==> src/rtl/xw_mul_pkg.sv <==
// Package: shared constants and helpers for the crosswise multiplier tree.
// Assumes operand widths are powers of two, no smaller than the leaf width.
package xw_mul_pkg;
    // Width of the operands of a leaf cell
    localparam int unsigned XW_LEAF_W = 2;

    // True when w is a power of two and at least the leaf width
    function automatic bit xw_width_ok(input int unsigned w);
        return (w >= XW_LEAF_W) && ((w & (w - 1)) == 0);
    endfunction
endpackage

==> src/rtl/xw_cell2.sv <==
// Module: 2x2 leaf multiplier built from bitwise crosswise terms.
// The vertical terms are a0*b0 and a1*b1. The crosswise pair is a1*b0 and a0*b1.
// Assumes nothing beyond 2-bit unsigned operands; purely combinational.
module xw_cell2 (
    input  logic [1:0] a,
    input  logic [1:0] b,
    output logic [3:0] p
);
    logic v_lo, v_hi, x_0, x_1, x_carry;

    // Form the vertical and crosswise bit products
    always_comb begin
        v_lo    = a[0] & b[0];
        v_hi    = a[1] & b[1];
        x_0     = a[1] & b[0];
        x_1     = a[0] & b[1];
        x_carry = x_0 & x_1;
    end

    // Merge the terms into the 4-bit product
    always_comb begin
        p[0] = v_lo;
        p[1] = x_0 ^ x_1;
        p[2] = v_hi ^ x_carry;
        p[3] = v_hi & x_carry;
    end

    // the leaf product is exact
    always_comb begin
        p_cell_exact_r9: assert (p == 4'(a) * 4'(b))
            else $error("leaf cell product wrong");
    end
endmodule

==> src/rtl/xw_csa3.sv <==
// Module: carry-save stage that compresses three rows into a sum and a carry.
// The carry is returned unshifted; the caller weights it by two.
// Assumes the caller supplies rows of the same width; purely combinational.
module xw_csa3 #(
    parameter int unsigned W = 64
) (
    input  logic [W-1:0] row_x,
    input  logic [W-1:0] row_y,
    input  logic [W-1:0] row_z,
    output logic [W-1:0] sum_v,
    output logic [W-1:0] car_v
);
    // One full adder per bit position, with no carry between columns
    for (genvar k = 0; k < W; k++) begin : g_col
        always_comb begin
            sum_v[k] = row_x[k] ^ row_y[k] ^ row_z[k];
            car_v[k] = (row_x[k] & row_y[k]) | (row_z[k] & (row_x[k] ^ row_y[k]));
        end
    end

    // sum plus twice carry keeps the value of the three rows
    always_comb begin
        p_csa_sum_r7: assert (({2'b00, sum_v} + {1'b0, car_v, 1'b0}) ==
                              ({2'b00, row_x} + {2'b00, row_y} + {2'b00, row_z}))
            else $error("carry-save stage lost value");
    end
endmodule

==> src/rtl/xw_mul_node.sv <==
// Module: W x W unsigned multiplier built by the split-and-crosswise method.
// It recurses through itself down to 2x2 leaf cells. Above the leaf, it packs
// the vertical products into one row and adds the two crosswise rows
// through one carry-save stage and one carry-propagate add.
// Assumes W is a power of two of at least the leaf width; purely combinational.
module xw_mul_node
    import xw_mul_pkg::*;
#(
    parameter int unsigned W = 16
) (
    input  logic [W-1:0]   a,
    input  logic [W-1:0]   b,
    output logic [2*W-1:0] p
);
    localparam int unsigned PW = 2 * W;

    if (W == XW_LEAF_W) begin : g_leaf
        xw_cell2 u_cell (
            .a (a),
            .b (b),
            .p (p)
        );
    end else begin : g_split
        localparam int unsigned H = W / 2;

        logic [W-1:0]  pr_ll, pr_hh, pr_hl, pr_lh;
        logic [PW-1:0] row_v, row_c1, row_c2, s_v, c_v;

        xw_mul_node #(.W(H)) u_ll (.a(a[H-1:0]), .b(b[H-1:0]), .p(pr_ll));
        xw_mul_node #(.W(H)) u_hh (.a(a[W-1:H]), .b(b[W-1:H]), .p(pr_hh));
        xw_mul_node #(.W(H)) u_hl (.a(a[W-1:H]), .b(b[H-1:0]), .p(pr_hl));
        xw_mul_node #(.W(H)) u_lh (.a(a[H-1:0]), .b(b[W-1:H]), .p(pr_lh));

        // Arrange the sub-products as three rows
        always_comb begin
            row_v  = {pr_hh, pr_ll};
            row_c1 = {{H{1'b0}}, pr_hl, {H{1'b0}}};
            row_c2 = {{H{1'b0}}, pr_lh, {H{1'b0}}};
        end

        xw_csa3 #(.W(PW)) u_csa (
            .row_x (row_v),
            .row_y (row_c1),
            .row_z (row_c2),
            .sum_v (s_v),
            .car_v (c_v)
        );

        // Final carry-propagate add of sum and weighted carry
        always_comb begin
            p = s_v + {c_v[PW-2:0], 1'b0};
        end

        // each node returns its exact product
        always_comb begin
            p_node_exact_r1: assert (p == PW'(a) * PW'(b))
                else $error("node product wrong");
        end
    end
endmodule

==> src/rtl/xw_mul32.sv <==
// Module: top-level 32x32 unsigned multiplier with a 64-bit product.
// It splits each operand into halves and forms four sub-products with
// recursive crosswise nodes. The sub-products are packed into three rows,
// reduced by one carry-save stage and added once.
// Assumes unsigned operands; no clock, no reset, no registers.
module xw_mul32
    import xw_mul_pkg::*;
#(
    parameter int unsigned OPW = 32
) (
    input  logic [OPW-1:0]   op_a,
    input  logic [OPW-1:0]   op_b,
    output logic [2*OPW-1:0] product
);
    localparam int unsigned HALF = OPW / 2;
    localparam int unsigned PW   = 2 * OPW;

    logic [OPW-1:0] sp_ll, sp_hh, sp_hl, sp_lh;
    logic [PW-1:0]  row_vert, row_cross_a, row_cross_b, csa_sum, csa_car;
    logic           cpa_cout;

    // Elaboration-time check of the operand width
    initial begin
        p_width_ok_r1: assert (xw_width_ok(OPW))
            else $error("OPW must be a power of two");
    end

    xw_mul_node #(.W(HALF)) u_vert_lo  (.a(op_a[HALF-1:0]),   .b(op_b[HALF-1:0]),   .p(sp_ll));
    xw_mul_node #(.W(HALF)) u_vert_hi  (.a(op_a[OPW-1:HALF]), .b(op_b[OPW-1:HALF]), .p(sp_hh));
    xw_mul_node #(.W(HALF)) u_cross_hl (.a(op_a[OPW-1:HALF]), .b(op_b[HALF-1:0]),   .p(sp_hl));
    xw_mul_node #(.W(HALF)) u_cross_lh (.a(op_a[HALF-1:0]),   .b(op_b[OPW-1:HALF]), .p(sp_lh));

    // Pack the vertical pair into one row and shift the crosswise rows
    always_comb begin
        row_vert    = {sp_hh, sp_ll};
        row_cross_a = {{HALF{1'b0}}, sp_hl, {HALF{1'b0}}};
        row_cross_b = {{HALF{1'b0}}, sp_lh, {HALF{1'b0}}};
    end

    xw_csa3 #(.W(PW)) u_csa (
        .row_x (row_vert),
        .row_y (row_cross_a),
        .row_z (row_cross_b),
        .sum_v (csa_sum),
        .car_v (csa_car)
    );

    // Single carry-propagate add; the carry out is kept only for checking
    always_comb begin
        {cpa_cout, product} = {1'b0, csa_sum} + {1'b0, csa_car[PW-2:0], 1'b0};
    end

    // Checks next to the final adder
    always_comb begin
        // no carry leaves the top of the carry vector or the final add
        p_no_overflow_r7: assert (!cpa_cout && !csa_car[PW-1])
            else $error("carry lost above the top product bit");
        // the full product is exact
        p_exact_r1: assert (product == PW'(op_a) * PW'(op_b))
            else $error("product wrong");
        // a zero operand gives a zero product
        p_zero_r2: assert (!((op_a == '0) || (op_b == '0)) || (product == '0))
            else $error("zero operand gave non-zero product");
    end
endmodule

==> config.mk <==
export PLATFORM = sky130hd
export DESIGN_NAME = xw_mul32
export DESIGN_NICKNAME = d
export VERILOG_FILES = /design/src/rtl/xw_mul_pkg.sv /design/src/rtl/xw_cell2.sv /design/src/rtl/xw_csa3.sv /design/src/rtl/xw_mul_node.sv /design/src/rtl/xw_mul32.sv
export SDC_FILE = /design/constraint.sdc
export NUM_CORES = 2
export LEC_CHECK = 0
export BUFFER_PORTS_ARGS = -buffer_cell sky130_fd_sc_hd__buf_2
export CORE_MARGIN = 2
export CORE_UTILIZATION = 45
export DETAILED_ROUTE_END_ITERATION = 7
export SLEW_MARGIN = 30
export SYNTH_ARGS = -nofsm -noshare
export SYNTH_HDL_FRONTEND = slang
export SYNTH_HIERARCHICAL = 1
export SYNTH_SLANG_ARGS = --single-unit
==> constraint.sdc <==
create_clock -name vclk -period 23.7
set_input_delay 3.555 -clock vclk [all_inputs]
set_output_delay 3.555 -clock vclk [all_outputs]
set_load 0.1 [all_outputs]
* Word level (Yosys, flattened, before mapping)
Cells that the tools add are included.
** Cells by class
- Multiplexer cells :: 0
- Eq/ne operators :: 0
- Multiply operators :: 0
- $add $sub $neg :: 85
- Div/mod/pow operators :: 0
- Shifts and indexed selects :: 0
- Magnitude comparators :: 0
- Reductions and logical operators :: 0
- Bitwise logic cells :: 4448
** Operator list (count)
- $and A1 B1 Y1 :: 2496
- $xor A1 B1 Y1 :: 1472
- $add A8 B7 Y8 :: 64
- $or A1 B1 Y1 :: 480
- $add A16 B13 Y16 :: 16
- $add A32 B25 Y32 :: 4
- $add A64 B49 Y64 :: 1
** Storage, ports and cells
- Input port bits :: 64
- Output and inout port bits :: 64
- Memories kept :: 0
- Memory bits (read-only) :: 0
- Bits in registers :: 0
- Bits in writable memories :: 0
- Latch bits :: 0
- Word-level logic and storage cells :: 4533

* Logic depth before layout (Yosys ltp)
- Depth after elaboration :: 19
- Gate-level depth with buffers :: 39
- Depth with buffers taken out :: 36

* Hierarchy
The synthesis kept the hierarchy.
** By module, submodules not included
- xw_mul_node (u_cross_hl.g_split.u_hh.g_split.u_hh ...) :: sequential area each 0.0 µm², cells each 34, instances 64, area an instance 274.0 µm²
- xw_cell2 :: sequential area each 0.0 µm², cells each 7, instances 256, area an instance 57.6 µm²
- xw_csa3 (u_cross_hl.g_split.u_hh.g_split.u_hh.g_split.u_csa ...) :: sequential area each 0.0 µm², cells each 8, instances 64, area an instance 160.2 µm²
- xw_mul_node (u_cross_lh.g_split.u_hh ...) :: sequential area each 0.0 µm², cells each 98, instances 12, area an instance 739.5 µm²
- xw_csa3 (u_cross_hl.g_split.u_hh.g_split.u_csa ...) :: sequential area each 0.0 µm², cells each 16, instances 16, area an instance 320.3 µm²
- xw_mul_node (u_vert_hi ...) :: sequential area each 0.0 µm², cells each 252, instances 2, area an instance 1840.5 µm²
- xw_mul_node (u_cross_hl ...) :: sequential area each 0.0 µm², cells each 254, instances 2, area an instance 1835.5 µm²
- xw_mul32 :: sequential area each 0.0 µm², cells each 539, instances 1, area an instance 3611.0 µm²
- xw_mul_node (u_cross_hl.g_split.u_hh ...) :: sequential area each 0.0 µm², cells each 101, instances 4, area an instance 765.7 µm²
- xw_csa3 (u_cross_hl.g_split.u_csa ...) :: sequential area each 0.0 µm², cells each 32, instances 4, area an instance 640.6 µm²
- xw_csa3 (u_csa) :: sequential area each 0.0 µm², cells each 64, instances 1, area an instance 1281.2 µm²

* Worst setup path before layout
No wires, ideal clock.
- Kind :: input to output
- Start :: input op_a[3]
- End :: output product[52]
- Data arrival time :: 13.815 ns
- Path buffers :: 2
- Stages :: 34
- Setup slack :: 6.330 ns
- Data required time :: 20.145 ns
- Cell sequence :: and2_1 ha_1 ha_1 fa_1 ha_1 o21a_1 o31a_1 a311oi_1 fa_1 ha_1 buf_2 and4_1 a221oi_4 nor2_1 a311oi_1 fa_1 ha_1 buf_2 a21oi_2 o21ai_1 a221oi_2 o221ai_2 a211o_1 o311ai_1 fa_1 ha_1 and3_2 a31oi_1 o21ai_0 a21oi_1 a21oi_1 o21ai_0 nand2_1 a311oi_1
** On the way
- Elaborated cells on any way between the ends :: 615
- Classes of those cells :: 15 x add/sub; 600 x bitwise
** RTL lines
- from (decl) :: line xw_mul32.sv:11 : input logic [OPW-1:0] op_a,
- $and A1 B1 Y1 :: line xw_cell2.sv:15 : x_0 = a[1] & b[0];
- $and A1 B1 Y1 :: line xw_cell2.sv:17 : x_carry = x_0 & x_1;
- $xor A1 B1 Y1 * :: line xw_cell2.sv:24 : p[2] = v_hi ^ x_carry;
- via u_vert_lo.g_split.u_ll.g_split.u_ll.g_split.pr_hl[2] :: line xw_mul_node.sv:26 : logic [W-1:0] pr_ll, pr_hh, pr_hl, pr_lh;
- $xor A1 B1 Y1 * (2 in a row) :: line xw_csa3.sv:16 : sum_v[k] = row_x[k] ^ row_y[k] ^ row_z[k];
- via u_vert_lo.g_split.u_ll.g_split.u_ll.g_split.s_v[4] :: line xw_mul_node.sv:27 : logic [PW-1:0] row_v, row_c1, row_c2, s_v, c_v;
- $add A8 B7 Y8 * :: line xw_mul_node.sv:51 : p = s_v + {c_v[PW-2:0], 1'b0};
- via u_vert_lo.g_split.u_ll.g_split.pr_ll[7] :: line xw_mul_node.sv:26
- [2 not listed]
- via u_vert_lo.g_split.u_ll.g_split.s_v[7] :: line xw_mul_node.sv:27
- [1 not listed]
- via u_vert_lo.g_split.pr_ll[15] :: line xw_mul_node.sv:26
- $xor A1 B1 Y1 * (2 in a row) :: line xw_csa3.sv:16
- via u_vert_lo.g_split.s_v[15] :: line xw_mul_node.sv:27
- $add A32 B25 Y32 * :: line xw_mul_node.sv:51
- via sp_ll[28] :: line xw_mul32.sv:18 : logic [OPW-1:0] sp_ll, sp_hh, sp_hl, sp_lh;
- $xor A1 B1 Y1 * (2 in a row) :: line xw_csa3.sv:16
- via csa_sum[28] :: line xw_mul32.sv:19 : logic [PW-1:0] row_vert, row_cross_a, row_cross_b, csa_sum, csa_car;
- $add A64 B49 Y64 * :: line xw_mul32.sv:50 : {cpa_cout, product} = {1'b0, csa_sum} + {1'b0, csa_car[PW-2:0], 1'b0};
- to (decl) :: line xw_mul32.sv:13 : output logic [2*OPW-1:0] product
The timed path passes the listed nets; every way through them passes the cells marked *.

* Worst setup path after layout
- Start :: input op_a[15]
- End :: output product[45]
** On the way
- Elaborated cells on any way between the ends :: 534
- Classes of those cells :: 15 x add/sub; 519 x bitwise
** RTL lines (line)
- $and A1 B1 Y1 :: xw_cell2.sv:15
- $and A1 B1 Y1 :: xw_cell2.sv:17
- $xor A1 B1 Y1 * :: xw_cell2.sv:24
- via u_vert_lo.g_split.u_hl.g_split.u_hl.g_split.pr_hl[2] :: xw_mul_node.sv:26
- $xor A1 B1 Y1 * (2 in a row) :: xw_csa3.sv:16
- via u_vert_lo.g_split.u_hl.g_split.u_hl.g_split.s_v[4] :: xw_mul_node.sv:27
- $add A8 B7 Y8 * :: xw_mul_node.sv:51
- via u_vert_lo.g_split.u_hl.g_split.pr_hl[7] :: xw_mul_node.sv:26
- [2 not listed]
- via u_vert_lo.g_split.u_hl.g_split.s_v[11] :: xw_mul_node.sv:27
- [1 not listed]
- via u_vert_lo.g_split.pr_hl[15] :: xw_mul_node.sv:26
- $xor A1 B1 Y1 * (2 in a row) :: xw_csa3.sv:16
- via u_vert_lo.g_split.s_v[23] :: xw_mul_node.sv:27
- $add A32 B25 Y32 * :: xw_mul_node.sv:51
- via sp_ll[28] :: xw_mul32.sv:18
- $xor A1 B1 Y1 * (2 in a row) :: xw_csa3.sv:16
- via csa_sum[28] :: xw_mul32.sv:19
- $add A64 B49 Y64 * :: xw_mul32.sv:50
Marks and branches as above.

==> summary.md <==
| Metric | Value |
|---|---|
| Outcome | finished clean |
| Vias per Instance | 5.41 |
| TritonRoute pass-1 iters | 5 |
| Die height | 411 µm |
| WS Path Type | in -> out |
| CTS resizes | 0 |
| Nets@finish | around 11k |
| Syn Inst Count | around 8.1k |
| Setup Total Neg Slack | 0 ns |
| Gr usage total | 22.9% |
| Crit-path max cell delay | 0.68 ns |
| CLK BUF | 0 |
| Multi-input gate area | 74000 µm² |
| Max Freq | between 0.05 and 0.06 GHz |
| Delay-heaviest family, CP | adder cells |
| Placer's final routability congestion estimate | 0.925 |
| Largest net degree at the start of global routing | 33 |
| Hold path startpoint | op_a[0] |
| Crit. End Element | output pin |
| Starting DRC count in detailed routing | between 2k and 3k |
| Layout cell share with drive strength beyond 1 | 5.62% |
| DP HPWL | 161 mm |
| Max Fanout on Critical Path | 32 |
| Hold buffer count at CTS | 0 |
| Core Box Area | 165000 µm² |
| First-pass GRT wire length | 317 mm |
| CP arrival | 15.13 ns |
| Global route total overflow | 0 |
| Final setup fails | 0 |
| Register area | 0 µm² |
| Minimum clock period | 18.69 ns |
| Fill count | 16.1k |
| Metal-1 WL | 90.9 mm |
| Top routing layer in use | met4 |
| Hold Vio Cnt, Final | 0 |
| Seq/Total Area, Yosys | 0% |
| Syn_area_per_cell | 9.23 µm² |
| WP buf/inv | 2 |
| Mapped Area | 74400 µm² |
| Met3 wire len | 5.59 mm |
| Crit share post-route | 78.9% |
| Vias | 59.4k |
| Setup repair bufs after CTS | 0 |
| Unrepaired setup endpoints after global routing | no |
| Biggest area consumer among synthesized cells | fa_1 |
| Starting Density | 45.2% |
| FFs & Latches | 0 |
| WHS Path Cells | 7 |
| Pins Over Slew Limit | 0 |
| Synth top area share | roughly 28% |
| Antenna Violating Nets Remaining | 0 |
| Vias in the first global route | 60.6k |
| DIE AREA | 169000 µm² |
| Slowest CP cell | xor2_1 |
| Worst-Margin Slew | 0.993 ns |
| CP Data Required Time | 20.15 ns |
| Yosys Warn Count | 6 |
| Initial antenna violation count | 10 |
| Die width | 411 µm |
| CP Launch Type | primary input |
| Remaining DRCs | 0 |
| Ranking of synthesized cells by area | fa_1 (28%), ha_1 (22%), and2_1 (8.8%) |
| Slew HR | 33.3% |
| Most used cell, CP | ha_1 |
| Port bufs | 128 |
| Post-synth top cells | ha_1 (1302), fa_1 (1045), and2_1 (1043) |
| Detailed Route WL | 191 mm |
| DR WL/cell | approximately 17 µm |
| Worst min-delay path category | in -> out |
| Row cnt | 149 |
| I/O pins | 128 |
| Hold EP | product[0] |
| Distinct cells, synth | 85 |
| Maxcap violations | 0 |
| WL met2 | 91.4 mm |
| Synth-to-layout area growth | 6.36% |
| Top-count cell post-synth | ha_1 |
-- cell families after synthesis --
kind of cell / Yosys count / share of synthesized area, %
xor gates and xnor gates: 567 / 7.32
adders and majority gates: 2347 / 50.0
muxes: 4 / 0.0538
buffers and inverters: 711 / 4.97
other: 85 / 0.429
and+or+nand+nor: 2407 / 18.7
AOI/OAI and AO/OA: 1938 / 18.5
-- worst max-delay path by stage --
stage / start / end / slack (ns) / depth (start not counted)
floorplan: op_a[3] / product[52] / 6.33 / 34
global placement: op_b[28] / product[55] / 5.10 / 36
detailed placement: op_b[28] / product[55] / 5.05 / 36
CTS: op_b[28] / product[55] / 5.02 / 36
global route: op_a[10] / product[45] / 4.38 / 35
finish: op_a[15] / product[45] / 5.01 / 36
-- per-stage QoR --
stage	instances	setup slack, ns	instance area, µm²	hold WS (ns)	util, %
final	11000	5.01	79100	9.19	48.1
after CTS	11000	5.02	79100	9.27	48.0
after floorplan	8934	6.33	77700	8.70	-
after global placement	11000	5.10	79100	9.26	48.0
after detailed placement	11000	5.05	79100	9.28	48.0
after global routing	11000	4.38	79100	9.37	48.0
-- layer usage --
metal	global-route usage (%)	vias up
met2	40.0	906
met5	0	-
met1	32.4	29500
li1	-	28900
met4	2.93	0
met3	0.658	103
-- placed cells by master, fill, tap and decap left out, types with 128 or more instances in the layout --
cell     instances
a21o_1         193
a21oi_1        562
and2_1        1043
buf_2          128
conb_1         960
fa_1          1045
ha_1          1302
inv_1          389
nand2_1        341
nand3_1        213
nor2_1         244
o21ai_0        256
xnor2_1        375
xor2_1         128
-- area by class of cell --
class / count / share of cell area (%)
repair buffers: 164 / 1.15
well taps: 2189 / 3.46
inverters: 389 / 1.85
multi-input cells: 8223 / 93.5
diodes: 11 / 0.0348
